===== src/rtl/pll_pwr_seq_pkg.sv =====
package pll_pwr_seq_pkg;

  localparam logic [2:0] OP_PREP     = 3'd1;
  localparam logic [2:0] OP_UNPREP   = 3'd2;
  localparam logic [2:0] OP_TMDS_ON  = 3'd3;
  localparam logic [2:0] OP_TMDS_OFF = 3'd4;
  localparam logic [2:0] OP_RATE     = 3'd5;

  localparam int PRD_W  = 4;
  localparam int LOOP_W = 28;

  // feedback div, feedback sel, divider enable, cp current, resistor, bp, br, bc
  localparam logic [LOOP_W-1:0] LOOP_FIXED =
    {7'd19, 2'd1, 3'd2, 4'd1, 4'd1, 4'hC, 2'd1, 2'd2};

  typedef enum logic [4:0] {
    S_IDLE,
    S_P_CAL, S_P_POST, S_P_LANE, S_P_BIAS, S_P_W1, S_P_PLL, S_P_W2, S_P_LPF, S_P_TXD,
    S_U_TXD, S_U_LPF, S_U_W1, S_U_PLL, S_U_W2, S_U_BIAS, S_U_POST, S_U_CAL, S_U_W3,
    S_T_ON, S_T_W, S_T_OFF,
    S_RATE
  } seq_state_e;

endpackage


===== src/rtl/pll_settle_timer.sv =====
module pll_settle_timer #(
  parameter int WAIT_CYC = 2700
) (
  input  logic clk,
  input  logic rst,
  input  logic run,
  output logic done
);
  localparam int CW = $clog2(WAIT_CYC + 1);
  localparam logic [CW-1:0] LAST = CW'(WAIT_CYC - 1);

  logic [CW-1:0] cnt_q;

  assign done = run && (cnt_q == LAST);

  always_ff @(posedge clk) begin
    if (rst || !run || done) cnt_q <= '0;
    else                     cnt_q <= cnt_q + 1'b1;
  end


  wait_cnt_range_chk: assert property (@(posedge clk) disable iff (rst)
    cnt_q <= LAST);

endmodule


===== src/rtl/pll_rate_decode.sv =====
module pll_rate_decode #(
  parameter int RATE_W  = 20,
  parameter int LANES   = 4,
  parameter int BIAS_W  = 6,
  parameter int LOW_KHZ = 27000,
  parameter int MID_KHZ = 74250,
  parameter int HI_KHZ  = 165000
) (
  input  logic [RATE_W-1:0]       rate_khz,
  input  logic [BIAS_W-1:0]       bias_lo,
  input  logic [BIAS_W-1:0]       bias_hi,
  output logic [1:0]              prediv,
  output logic [1:0]              txdiv,
  output logic                    parent_half,
  output logic [LANES*pll_pwr_seq_pkg::PRD_W-1:0] prd_ibias,
  output logic [LANES-1:0]        imp_en,
  output logic [LANES*BIAS_W-1:0] drv_ibias
);
  import pll_pwr_seq_pkg::*;

  localparam logic [RATE_W-1:0] LOW_T = RATE_W'(LOW_KHZ);
  localparam logic [RATE_W-1:0] MID_T = RATE_W'(MID_KHZ);
  localparam logic [RATE_W-1:0] HI_T  = RATE_W'(HI_KHZ);

  logic high_band;

  always_comb begin
    if (rate_khz <= LOW_T) begin
      prediv = 2'd0;
      txdiv  = 2'd3;
    end else if (rate_khz <= MID_T) begin
      prediv = 2'd1;
      txdiv  = 2'd2;
    end else begin
      prediv = 2'd1;
      txdiv  = 2'd1;
    end
    parent_half = (rate_khz > MID_T);
    high_band   = (rate_khz >= HI_T);
  end

  for (genvar l = 0; l < LANES; l++) begin : g_lane
    assign prd_ibias[l*PRD_W +: PRD_W]   = high_band ? PRD_W'(6) : PRD_W'(3);
    assign imp_en[l]                     = high_band;
    assign drv_ibias[l*BIAS_W +: BIAS_W] = high_band ? bias_hi : bias_lo;
  end

endmodule


===== src/rtl/pll_pwr_seq.sv =====
module pll_pwr_seq
  import pll_pwr_seq_pkg::*;
#(
  parameter int LANES       = 4,
  parameter int RATE_W      = 20,
  parameter int BIAS_W      = 6,
  parameter int REF_CLK_MHZ = 27,
  parameter int SETTLE_US   = 100,
  parameter int LOW_KHZ     = 27000,
  parameter int MID_KHZ     = 74250,
  parameter int HI_KHZ      = 165000
) (
  input  logic                    clk,
  input  logic                    rst,
  input  logic                    cmd_valid,
  input  logic [2:0]              cmd_op,
  input  logic [RATE_W-1:0]       rate_khz,
  input  logic [BIAS_W-1:0]       drv_bias_lo,
  input  logic [BIAS_W-1:0]       drv_bias_hi,
  output logic                    busy,
  output logic                    calib_en,
  output logic [1:0]              postdiv,
  output logic                    bias_en,
  output logic                    pll_en,
  output logic                    lpf_bias_en,
  output logic                    txdiv_en,
  output logic                    lane_clk_en,
  output logic [1:0]              prediv,
  output logic [1:0]              txdiv,
  output logic                    parent_half,
  output logic [27:0]             loop_cfg,
  output logic [LANES*4-1:0]      prd_ibias,
  output logic [LANES-1:0]        imp_en,
  output logic [LANES*BIAS_W-1:0] drv_ibias,
  output logic [LANES-1:0]        ser_en,
  output logic [LANES-1:0]        prd_en,
  output logic [LANES-1:0]        drv_en
);
  localparam int WAIT_CYC = REF_CLK_MHZ * SETTLE_US;

  seq_state_e st_q;
  logic in_wait, wait_done;

  logic [1:0]              d_prediv, d_txdiv;
  logic                    d_half;
  logic [LANES*4-1:0]      d_prd;
  logic [LANES-1:0]        d_imp;
  logic [LANES*BIAS_W-1:0] d_drv;

  pll_rate_decode #(
    .RATE_W(RATE_W), .LANES(LANES), .BIAS_W(BIAS_W),
    .LOW_KHZ(LOW_KHZ), .MID_KHZ(MID_KHZ), .HI_KHZ(HI_KHZ)
  ) dec_i (
    .rate_khz(rate_khz), .bias_lo(drv_bias_lo), .bias_hi(drv_bias_hi),
    .prediv(d_prediv), .txdiv(d_txdiv), .parent_half(d_half),
    .prd_ibias(d_prd), .imp_en(d_imp), .drv_ibias(d_drv)
  );

  always_comb begin
    in_wait = (st_q == S_P_W1) || (st_q == S_P_W2) || (st_q == S_U_W1) ||
              (st_q == S_U_W2) || (st_q == S_U_W3) || (st_q == S_T_W);
  end

  pll_settle_timer #(.WAIT_CYC(WAIT_CYC)) tmr_i (
    .clk(clk), .rst(rst), .run(in_wait), .done(wait_done)
  );

  assign busy = (st_q != S_IDLE);

  always_ff @(posedge clk) begin
    if (rst) begin
      st_q        <= S_IDLE;
      calib_en    <= 1'b0;
      postdiv     <= 2'd0;
      bias_en     <= 1'b0;
      pll_en      <= 1'b0;
      lpf_bias_en <= 1'b0;
      txdiv_en    <= 1'b0;
      lane_clk_en <= 1'b0;
      prediv      <= 2'd0;
      txdiv       <= 2'd0;
      parent_half <= 1'b0;
      loop_cfg    <= '0;
      prd_ibias   <= '0;
      imp_en      <= '0;
      drv_ibias   <= '0;
      ser_en      <= '0;
      prd_en      <= '0;
      drv_en      <= '0;
    end else begin
      case (st_q)
        S_IDLE: if (cmd_valid) begin
          case (cmd_op)
            OP_PREP:     st_q <= S_P_CAL;
            OP_UNPREP:   st_q <= S_U_TXD;
            OP_TMDS_ON:  st_q <= S_T_ON;
            OP_TMDS_OFF: st_q <= S_T_OFF;
            OP_RATE:     if (!pll_en) st_q <= S_RATE;
            default:     ;
          endcase
        end
        // bring-up
        S_P_CAL:  begin calib_en    <= 1'b1; st_q <= S_P_POST; end
        S_P_POST: begin postdiv     <= 2'd3; st_q <= S_P_LANE; end
        S_P_LANE: begin lane_clk_en <= 1'b0; st_q <= S_P_BIAS; end
        S_P_BIAS: begin bias_en     <= 1'b1; st_q <= S_P_W1;   end
        S_P_W1:   if (wait_done) st_q <= S_P_PLL;
        S_P_PLL:  begin pll_en      <= 1'b1; st_q <= S_P_W2;   end
        S_P_W2:   if (wait_done) st_q <= S_P_LPF;
        S_P_LPF:  begin lpf_bias_en <= 1'b1; st_q <= S_P_TXD;  end
        S_P_TXD:  begin txdiv_en    <= 1'b1; st_q <= S_IDLE;   end
        // teardown
        S_U_TXD:  begin txdiv_en    <= 1'b0; st_q <= S_U_LPF;  end
        S_U_LPF:  begin lpf_bias_en <= 1'b0; st_q <= S_U_W1;   end
        S_U_W1:   if (wait_done) st_q <= S_U_PLL;
        S_U_PLL:  begin pll_en      <= 1'b0; st_q <= S_U_W2;   end
        S_U_W2:   if (wait_done) st_q <= S_U_BIAS;
        S_U_BIAS: begin bias_en     <= 1'b0; st_q <= S_U_POST; end
        S_U_POST: begin postdiv     <= 2'd0; st_q <= S_U_CAL;  end
        S_U_CAL:  begin calib_en    <= 1'b0; st_q <= S_U_W3;   end
        S_U_W3:   if (wait_done) st_q <= S_IDLE;
        // output stage
        S_T_ON: begin
          ser_en <= '1; prd_en <= '1; drv_en <= '1;
          st_q <= S_T_W;
        end
        S_T_W:  if (wait_done) st_q <= S_IDLE;
        S_T_OFF: begin
          ser_en <= '0; prd_en <= '0; drv_en <= '0;
          st_q <= S_IDLE;
        end
        // rate load
        S_RATE: begin
          prediv      <= d_prediv;
          txdiv       <= d_txdiv;
          parent_half <= d_half;
          prd_ibias   <= d_prd;
          imp_en      <= d_imp;
          drv_ibias   <= d_drv;
          loop_cfg    <= LOOP_FIXED;
          postdiv     <= 2'd3;
          st_q        <= S_IDLE;
        end
        default: st_q <= S_IDLE;
      endcase
    end
  end


  pll_needs_bias_chk: assert property (@(posedge clk) disable iff (rst)
    pll_en |-> bias_en);


  txdiv_needs_pll_chk: assert property (@(posedge clk) disable iff (rst)
    txdiv_en |-> (pll_en && lpf_bias_en));


  rate_frozen_chk: assert property (@(posedge clk) disable iff (rst)
    pll_en |=> $stable(prediv) && $stable(txdiv));


  accept_busy_chk: assert property (@(posedge clk) disable iff (rst)
    (!busy && cmd_valid && cmd_op == OP_PREP) |=> busy);

endmodule


===== config.mk =====
export PLATFORM = sky130hd
export DESIGN_NAME = pll_pwr_seq
export DESIGN_NICKNAME = d
export VERILOG_FILES = /design/src/rtl/pll_pwr_seq_pkg.sv /design/src/rtl/pll_settle_timer.sv /design/src/rtl/pll_rate_decode.sv /design/src/rtl/pll_pwr_seq.sv
export SDC_FILE = /design/constraint.sdc
export NUM_CORES = 1
export LEC_CHECK = 0
export ABC_CLOCK_PERIOD_IN_PS = 2100
export CAP_MARGIN = 30
export CELL_PAD_IN_SITES_DETAIL_PLACEMENT = 0
export CELL_PAD_IN_SITES_GLOBAL_PLACEMENT = 1
export CORE_ASPECT_RATIO = 1.25
export CORE_MARGIN = 5
export CORE_UTILIZATION = 28
export CTS_BUF_LIST = sky130_fd_sc_hd__clkbuf_16
export CTS_CLUSTER_SIZE = 8
export DETAILED_ROUTE_END_ITERATION = 10
export PLACE_DENSITY = 0.85
export SLEW_MARGIN = 30
export SYNTH_ARGS = -nofsm -noshare
export SYNTH_HDL_FRONTEND = slang
export SYNTH_SLANG_ARGS = --single-unit

===== constraint.sdc =====
create_clock -name clk -period 2.1 [get_ports clk]
set_input_delay 0.315 -clock clk [delete_from_list [all_inputs] [get_ports clk]]
set_output_delay 0.315 -clock clk [all_outputs]
set_load 0.1 [all_outputs]

==> results of run 1 <==
==> cells by family (layout without fill, tap and decap cells) <==
logic type	after synthesis	count (layout)	synth area share [%]
flip-flops	37	37	27.8
adder cells (fa/ha/maj)	4	4	1.88
AND/OR/NAND/NOR	120	120	23.2
multiplexers	1	1	0.375
AO/OA/AOI/OAI	73	73	18.1
XOR/XNOR	11	11	3.61
buffers and inverters	100	153	24.9
other	1	23	0.141
==> Yosys cell counts, types with 2 or more instances <==
library cell,instances
sky130_fd_sc_hd__a211oi_1,12
sky130_fd_sc_hd__a21o_1,3
sky130_fd_sc_hd__a21oi_1,17
sky130_fd_sc_hd__a31o_2,2
sky130_fd_sc_hd__a31oi_1,4
sky130_fd_sc_hd__and2_1,3
sky130_fd_sc_hd__and3_1,8
sky130_fd_sc_hd__and3b_1,2
sky130_fd_sc_hd__and4_1,2
sky130_fd_sc_hd__buf_1,2
sky130_fd_sc_hd__buf_4,77
sky130_fd_sc_hd__clkbuf_1,11
sky130_fd_sc_hd__dfxtp_1,37
sky130_fd_sc_hd__ha_1,4
sky130_fd_sc_hd__inv_1,9
sky130_fd_sc_hd__nand2_1,16
sky130_fd_sc_hd__nand3_1,6
sky130_fd_sc_hd__nand3b_1,2
sky130_fd_sc_hd__nand4_1,3
sky130_fd_sc_hd__nor2_1,38
sky130_fd_sc_hd__nor2b_1,4
sky130_fd_sc_hd__nor3_1,11
sky130_fd_sc_hd__nor4_1,14
sky130_fd_sc_hd__o21ai_0,13
sky130_fd_sc_hd__o21bai_1,6
sky130_fd_sc_hd__o22ai_1,2
sky130_fd_sc_hd__o31ai_1,3
sky130_fd_sc_hd__or3_1,4
sky130_fd_sc_hd__xnor2_1,4
sky130_fd_sc_hd__xor2_1,7
==> through the flow <==
| step | TNS (ns) | utilization, % | std cells | hold slack [ns] |
|---|---|---|---|---|
| floorplan | 0 | - | 369 | 0.426 |
| global route | -0.0236 | 44.3 | 545 | 0.505 |
| global placement | -2.46 | 40.5 | 536 | 0.442 |
| detailed placement | -2.94 | 40.5 | 536 | 0.453 |
| CTS | 0 | 42.7 | 544 | 0.466 |
| finish | 0 | 44.3 | 545 | 0.465 |
==> worst max-delay path: stages <==
cell and delay [ns]:
sky130_fd_sc_hd__clkdlybuf4s50_1 0.42, sky130_fd_sc_hd__or2_2 0.33, sky130_fd_sc_hd__or3b_1 0.37, sky130_fd_sc_hd__o211a_4 0.16, sky130_fd_sc_hd__buf_12 0.15, sky130_fd_sc_hd__nor4_4 0.29
sky130_fd_sc_hd__a211oi_2 0.05
==> final cells by class <==
class | instances | share of cell area [%]
Sequential cell | 37 | 18.1
Timing Repair Buffer | 136 | 36.5
Clock inverter | 3 | 1.04
Multi-Input combinational cell | 232 | 36.6
Tap cell | 123 | 3.77
Inverter | 9 | 0.828
Clock buffer | 5 | 3.07
==> routing by layer <==
| metal | vias to the layer above | track usage (%) | wire length [um] |
|---|---|---|---|
| li1 | 1265 | - | - |
| met2 | 114 | 21.5 | 3670 |
| met1 | 1196 | 13.5 | 2940 |
| met4 | 0 | 4.85 | 138 |
| met3 | 11 | 4.50 | 716 |
| met5 | - | 0 | 0 |
==> sequential cells by signal, indices dropped and copies added, names as in the netlist <==
signal	cells
bias_en	1
calib_en	1
drv_en	1
drv_ibias	6
lpf_bias_en	1
parent_half	1
pll_en	1
postdiv	1
prd_ibias	3
prediv	1
st_q	5
tmr_i.cnt_q	12
txdiv	2
txdiv_en	1
==> power groups by stage <==
| stage | clock network [mW] | logic (mW) | registers, mW |
|---|---|---|---|
| floorplan | 0 | 1.22 | 1.13 |
| global placement | 0 | 1.90 | 0.890 |
| detailed placement | 0 | 1.90 | 0.891 |
| CTS | 0.872 | 1.91 | 0.877 |
| global route | 0.911 | 2.03 | 0.895 |
| finish | 0.853 | 1.92 | 0.877 |
==> final timing paths <==
kind             startpoint              to  slack [ns]  cells after the start
max             rate_khz[9]   drv_ibias[19]        0.18                      7
min          tmr_i.cnt_q[0]  tmr_i.cnt_q[0]        0.47                      1
max reg2reg         st_q[1]   drv_ibias[21]        0.21                      4
min reg2reg  tmr_i.cnt_q[0]  tmr_i.cnt_q[0]        0.47                      1
==> timing repair <==
action	in CTS	in global routing
cloned	0	0
setup endpoints to repair	8	8
setup buffers	0	1
resized for setup	8	24
endpoints found under the hold margin	0	0
pin swaps	4	7
==> flow_results.org, run 1 <==
** Outcome
- The flow ran to the end, and the final reports show no timing, DRC or antenna violations.

** Drt
- Routed vias :: 2,586
- Number of optimization iterations in the first detailed-route pass :: 4
- Starting DRT DRC Count :: 93
- Sum of routed wire length over all layers :: 7470 um
- Detailed-route vias per instance :: 4.74
- The count of nets left with antenna violations once routing finished came out at 0.
- Routed length per placed instance :: 13.7 um
- Remaining DRCs :: 0

** STA
- Number of failing hold endpoints at the final stage :: 0
- Across all setup checks in the final design, the least slack found is 0.180 ns.
- Between clock sinks in the finished design, the worst skew comes to 0.00354 ns.
- Total count of max-transition violations in the final report :: 0
- Headroom to the max-slew limit came out at 65.5%.
- After layout, the worst path uses 91.4% of the clock period.
- Subtracting the final worst setup slack from the clock period gives 1.92 ns.
- For the pin with the worst max-slew slack, the measured transition is 0.518 ns.
- Based on the critical path, the design can be clocked at up to 521 MHz.
- Setup violations remaining at the end of the flow were counted as 0.

** Worst setup path
- STA classifies the critical path endpoint as a flop.
- Crit path DAT :: 2.09 ns
- By startpoint and endpoint, the worst setup path is classified as primary input to flop.
- The worst setup path is launched from a primary input.
- Required @ worst endpoint :: 2.27 ns
- In this run the worst path has a maximum fanout of 7.

** Layout
- Antenna Diode Count :: 0
- Area occupied by multi-input gates :: 1500 um2
- The final layout contains 463 nets.
- FF/Latch Area :: 741 um2
- Relative to the synthesized area, the layout overhead comes to 52.9%.
- Fraction of layout instances using a drive strength above 1 :: 30.3%
- Leaving out fill and tap cells, the most frequent cell in the layout is sky130_fd_sc_hd__buf_4.
- Once layout is done, the placed cells without fillers occupy 4080 um2.
- The library cells used most frequently in the layout, excluding fill and tap cells, are sky130_fd_sc_hd__buf_4, sky130_fd_sc_hd__nor2_1, sky130_fd_sc_hd__dfxtp_1.
- Number of fillers in the final layout :: 880

** GRT
- For this run, the total global-route usage over all layers was measured as 12.3%.
- The first global-routing pass estimated 12,000 um of wire.
- Gr ovfl total :: 0
- The via count of the first global-routing pass came to 2,467.
- Entering global routing, the biggest net connects 17 pins.
- The initial antenna violation count was 0.

** Logic synthesis
- Synthesis instantiated 51 different standard cells from the library.
- Count of mapped cells out of synthesis :: 347
- The synthesized design spends more area on one cell type than any other, namely sky130_fd_sc_hd__dfxtp_1.
- Among all flip-flop cells after synthesis, the most frequent one is sky130_fd_sc_hd__dfxtp_1.
- Number of flops mapped to enable cells by yosys :: 0
- Cell area after synthesis :: 2670 um2
- Mean Syn Cell Area :: 7.69 um2
- Area fraction of the dominant cell type after synthesis :: 27.8%
- Proportion of synthesized flip-flops having asynchronous set or reset :: 0%
- Counting flops and latches in the post-synthesis netlist gives 37.
- Part of the Yosys area used for sequential elements :: 27.8%
- Ranked by total cell area, the synthesized netlist is headed by sky130_fd_sc_hd__dfxtp_1, sky130_fd_sc_hd__buf_4, sky130_fd_sc_hd__nor2_1, sky130_fd_sc_hd__a211oi_1, sky130_fd_sc_hd__nor4_1.
- For this run, the number of Yosys warnings is 0.

** Clocking
- The clock passes through at most 2 buffers.
- Hold buffers post-CTS :: 0
- Clock-pin slew was measured on the worst setup and hold paths at 0.06 ns.
- TritonCTS Buffers :: 5
- Cell chosen for the clock root :: sky130_fd_sc_hd__clkbuf_16
- Worst-skew pair later-pin latency :: 0.28 ns
- Number of H-tree levels :: 2
- Clock Sinks :: 37
- TritonCTS built the clock tree.

** Place
- The congestion estimate from routability-driven global placement came to 0.858.
- Placed instance area :: 3730 um2
- Number of port buffers :: 112
- At the placement stage, the worst setup path has a slack of -0.403 ns.
- Detailed placer's ending HPWL :: 5800 um

** Floorplanning
- Row generation in the floorplan step produced 39 rows.
- Initial Util :: 28.9%
- The die covers 11,600 um2.
- The region available for standard cell placement spans 9220 um2.
- In this run the horizontal extent of the chip is 97.3 um.
- Pin placement for this block handled 136 I/O pins.
- Vertical extent of the die :: 119 um

** Hold path
- In this run the worst hold path is classified as flop to flop.

** Power and ir drop
- For this design the ratio of total power to cell area is 895 nW/um2.
- Cell internal power was estimated by the tool at 1.90 mW.
- Clock share of power :: 23.4%
- Net switching is 47.9% of the power.
- For this design the total switching power over the nets is 1.75 mW.
- Combinational share of power :: 52.6%
- Final Total Pwr :: 3.65 mW
- LEAKAGE :: 1.70 nW
- VDD sags by at most 553 uV.
- Per report_power, the sequential group accounts for 24.0% of the total.

** Run
- Max-cap violations in this run came to 0.
Power figures use the tool's default switching activity.
==> run 2, diff against run 1 <==
- CORE_UTILIZATION: 28 -> 30
- HOLD_SLACK_MARGIN: default -> 0.15
- PLACE_DENSITY: 0.85 -> 0.78
- SYNTH_HIERARCHICAL: default -> 1
==> flow_results.org, run 2 <==
** Floorplanning
- Initial Util :: 30.6%
- I/O pin count :: 136
- Number of core rows :: 47
- Overall die area :: 16,000 um2
- The floorplan step set the die height to 140 um.
- Standard cell core area :: 13,300 um2
- The die is 114 um wide.

** Layout
- The finished layout holds 801 standard cells, fillers aside.
- Layout Cell Area excl Fill :: 5560 um2
- Register with the highest flop count :: drv_ibias
- Largest registers :: drv_ibias (24), prd_ibias (16), tmr_i/cnt_q (12)
- Most used cells in the layout excluding fill and tap cells :: sky130_fd_sc_hd__buf_4, sky130_fd_sc_hd__nand2_1, sky130_fd_sc_hd__a21oi_1
- Cells fill 41.8% of the core in the end.
- Fraction of layout instances using a drive strength above 1 :: 30.5%
- The number of antenna diodes in the final layout is 0.
- The filler cells instantiated in the layout total 1,381.
- The register with the most flip-flops in the layout has 24 of them.
- In the final design database the tool counted 666 nets.
- Leaving out fill and tap cells, the most frequent cell in the layout is sky130_fd_sc_hd__buf_4.
- Relative to the synthesized area, the layout overhead comes to 36.7%.

** Power and ir drop
- Power density cells :: 1010 nW/um2
- Total power for the finished layout comes to 5.64 mW.
- Summed over all cells, the static leakage comes to 2.18 nW.
- Largest voltage drop on the vdd net :: 832 uV

** Worst setup path
- Chain of cells forming the critical path :: buf_6, nand2b_4, o32ai_4, or2_4, inv_2, nor4_2, buf_4, o21bai_1, a211o_1, a32oi_1, nor3_1
- The critical path is of the flop to flop type.
- The worst register-to-register path has a depth of 11.
- Element type at the critical path end :: flop
- Data on the critical path is required at its endpoint by 2.29 ns.
- At the worst endpoint, the arrival time is 2.30 ns.
- Maximum fanout along the worst path :: 4
- The worst setup path is launched from a flop.
- Among all stages on the critical path, the largest delay is contributed by sky130_fd_sc_hd__dfxtp_4.
- Delay contributed by the slowest stage of the critical path :: 0.36 ns

** Outcome
- The final reports fail on setup timing.
- Outcome :: finished with violations

** Logic synthesis
- The most common cell in the synthesized netlist is sky130_fd_sc_hd__nand2_1.
- Mux contribution to synthesized area :: 1.66%
- Yosys printed 6 warnings.
- Main combinational cell family by area after synthesis :: simple AND/OR/NAND/NOR gates
- Dominant register cell in the synthesized netlist :: sky130_fd_sc_hd__dfxtp_1
- Mean Syn Cell Area :: 7.78 um2
- Compound-Gate Fraction of Synth Area :: 18.3%
- Cell taking the most area after synthesis :: sky130_fd_sc_hd__dfxtp_1
- The synthesized netlist occupies a cell area of 4070 um2.
- For this run, asynchronously set or reset flops after synthesis account for 0%.
- Summing the areas of all fa, ha and maj instances in the mapped netlist gives 0.923% of the synthesized area.
- Count of mapped cells out of synthesis :: 523
- After synthesis the netlist holds a flip-flop and latch count of 74.
- In this run the biggest area consumer among cell types represents 36.4% of the synthesized area.
- Synth area leaders :: sky130_fd_sc_hd__dfxtp_1, sky130_fd_sc_hd__buf_4, sky130_fd_sc_hd__nand2_1, sky130_fd_sc_hd__a21oi_1, sky130_fd_sc_hd__nor2_1
- XOR/XNOR Fraction of Synth Area :: 0.862%
- For this run, the register share of the synthesized area comes to 36.4%.
- Number of flops mapped to enable cells by yosys :: 0
- The commonest cells after synthesis are sky130_fd_sc_hd__nand2_1, sky130_fd_sc_hd__buf_4, sky130_fd_sc_hd__a21oi_1, sky130_fd_sc_hd__dfxtp_1, sky130_fd_sc_hd__nor2_1.
- The netlist uses 59 different library cells.
- Area fraction in and, or, nand and nor cells after synthesis :: 22.8%

** GRT
- The initial antenna violation count came to 0.
- Gr ovfl total :: 0
- In the global route stage, overall resource usage came out at 12.7%.
- Wire length of the first global-routing pass :: 17,000 um
- The via count of the first global-routing pass came to 3,563.
- Entering global routing, the biggest net connects 51 pins.

** Drt
- Before antenna repair, the detailed router went through 6 iterations.
- Detailed-routing wirelength on met1 :: 4460 um
- Detailed-route vias per instance :: 4.65
- The detailed router finished its first iteration with 198 violations.
- Routed vias :: 3,725
- WL met2 :: 5800 um
- Sum of routed wire length over all layers :: 10,900 um
- Dividing the detail-routed wire length by the instance count gives 13.7 um.
- Detailed routing placed a total of 490 um of wire on met3.
- Routed Antenna Nets :: 0
- Remaining DRCs :: 0
- Routed signal wires occupy layers up through met4.

** Run
- Across the run, the number of max-cap violations was 0.

** Place
- Count of placed standard cells including taps :: 776
- At the placement stage, the worst setup path has a slack of -0.426 ns.
- At the end of routability-driven placement, the weighted congestion stood at 0.843.
- Detailed placer's ending HPWL :: 7830 um
- Placed instance area :: 5010 um2
- Number of port buffers :: 117

** STA
- For the pin with the worst max-slew slack, the measured transition is 0.576 ns.
- The final number of hold-violating endpoints came to 0.
- Fin crit share :: 100%
- In the final timing run, aggregate negative setup slack is -0.00936 ns.
- Clock period minus worst slack :: 2.11 ns
- Total count of max-transition violations in the final report :: 0
- Max Clk Rate :: 474 MHz
- Max-Slew Margin vs Limit :: 61.6%
- Across the routed clock network, the largest skew measured is 0.00459 ns.
- Setup repair after global routing could not meet its margin everywhere.
- The tightest hold path in the finished design has a slack of 0.451 ns.
- Setup violations remaining at the end of the flow were counted as 1.
- After layout, the worst setup slack is -0.00936 ns.

** Clocking
- At the later pin of the worst-skew pair, clock insertion delay measures 0.33 ns.
- Clock-pin slew was measured on the worst setup and hold paths at 0.05 ns.
- Clock tree synthesis inserted a total of 9 buffers.
- The longest clock path from root to sink contains 2 buffers.
- In this run, post-CTS hold repair placed 0 buffers.
- The tree is rooted in a sky130_fd_sc_hd__clkbuf_16.
- TritonCTS clock tree :: yes
- Clock Sinks :: 74
- Number of H-tree levels :: 3

** Hold path
- Hold Crit Depth :: 2
- Classification of the worst-slack hold path :: flop to flop
==> run 2: cell types whose count changed after synthesis, moves of 8 or more <==
cell / delta
sky130_fd_sc_hd__buf_2: +9
sky130_fd_sc_hd__a211oi_1: -8
sky130_fd_sc_hd__nand2_1: +97
sky130_fd_sc_hd__a21oi_1: +57
sky130_fd_sc_hd__nor4_1: -9
sky130_fd_sc_hd__nor2_1: -19
sky130_fd_sc_hd__dfxtp_1: +37
sky130_fd_sc_hd__and3_1: -8
==> run 2: where the power goes <==
| group | internal, mW | total, mW | leakage, nW | switching, mW |
|---|---|---|---|---|
| Combinational | 0.817 | 2.44 | 1.41 | 1.62 |
| Clock | 1.03 | 1.59 | 0.162 | 0.565 |
| Sequential | 1.52 | 1.60 | 0.600 | 0.0889 |
==> run 2: metal layers <==
metal / global-route usage (%) / vias to the layer above
met5: 0 / -
met4: 5.50 / 0
met3: 2.55 / 13
met2: 22.4 / 89
met1: 14.8 / 1717
li1: - / 1906
==> run 2: repair_timing <==
item                                    4_1_cts  5_1_grt
endpoints found under the setup margin       29       39
resized for setup                             5       26
hold endpoints to repair                      0        0
pin swaps                                     7       12
buffers inserted                              4        4
gates cloned                                  0        1
==> run 2: layout make-up <==
| cell class | count | area, um2 | share of cell area [%] |
|---|---|---|---|
| Clock buffer | 9 | 225 | 4.05 |
| Clock inverter | 7 | 86.3 | 1.55 |
| Inverter | 10 | 41.3 | 0.743 |
| Multi-Input combinational cell | 358 | 2080 | 37.3 |
| Sequential cell | 74 | 1490 | 26.8 |
| Tap cell | 171 | 214 | 3.85 |
| Timing Repair Buffer | 172 | 1420 | 25.6 |
==> run 2: critical path: cells and delay by family, from the launching register on <==
kind | cells | cell delay [ns]
AND/OR/NAND/NOR | 4 | 0.55
flip-flops | 1 | 0.36
AO/OA/AOI/OAI | 4 | 0.76
buffers and inverters | 3 | 0.30
==> run 2: kinds of logic after synthesis <==
family                     Yosys count
AOI/OAI and AO/OA                  122
xor gates and xnor gates             4
adders and majority gates            3
buffers and inverters              116
DFF                                 74
muxes                                6
other                                3
and+or+nand+nor                    195
==> run 2: path summary, 6_finish.rpt <==
kind,startpoint,endpoint,slack [ns]
min,prediv[1],prediv[1],0.45
max reg2reg,st_q[2],st_q[1],-0.009
max,st_q[2],st_q[1],-0.009
min reg2reg,prediv[1],prediv[1],0.45
==> run 3, diff against run 2 <==
- CAP_MARGIN: 30 -> 0
- SLEW_MARGIN: 30 -> 5
==> results of run 3 <==
The final DEF is identical to that of run 2; final timing and power are the same.
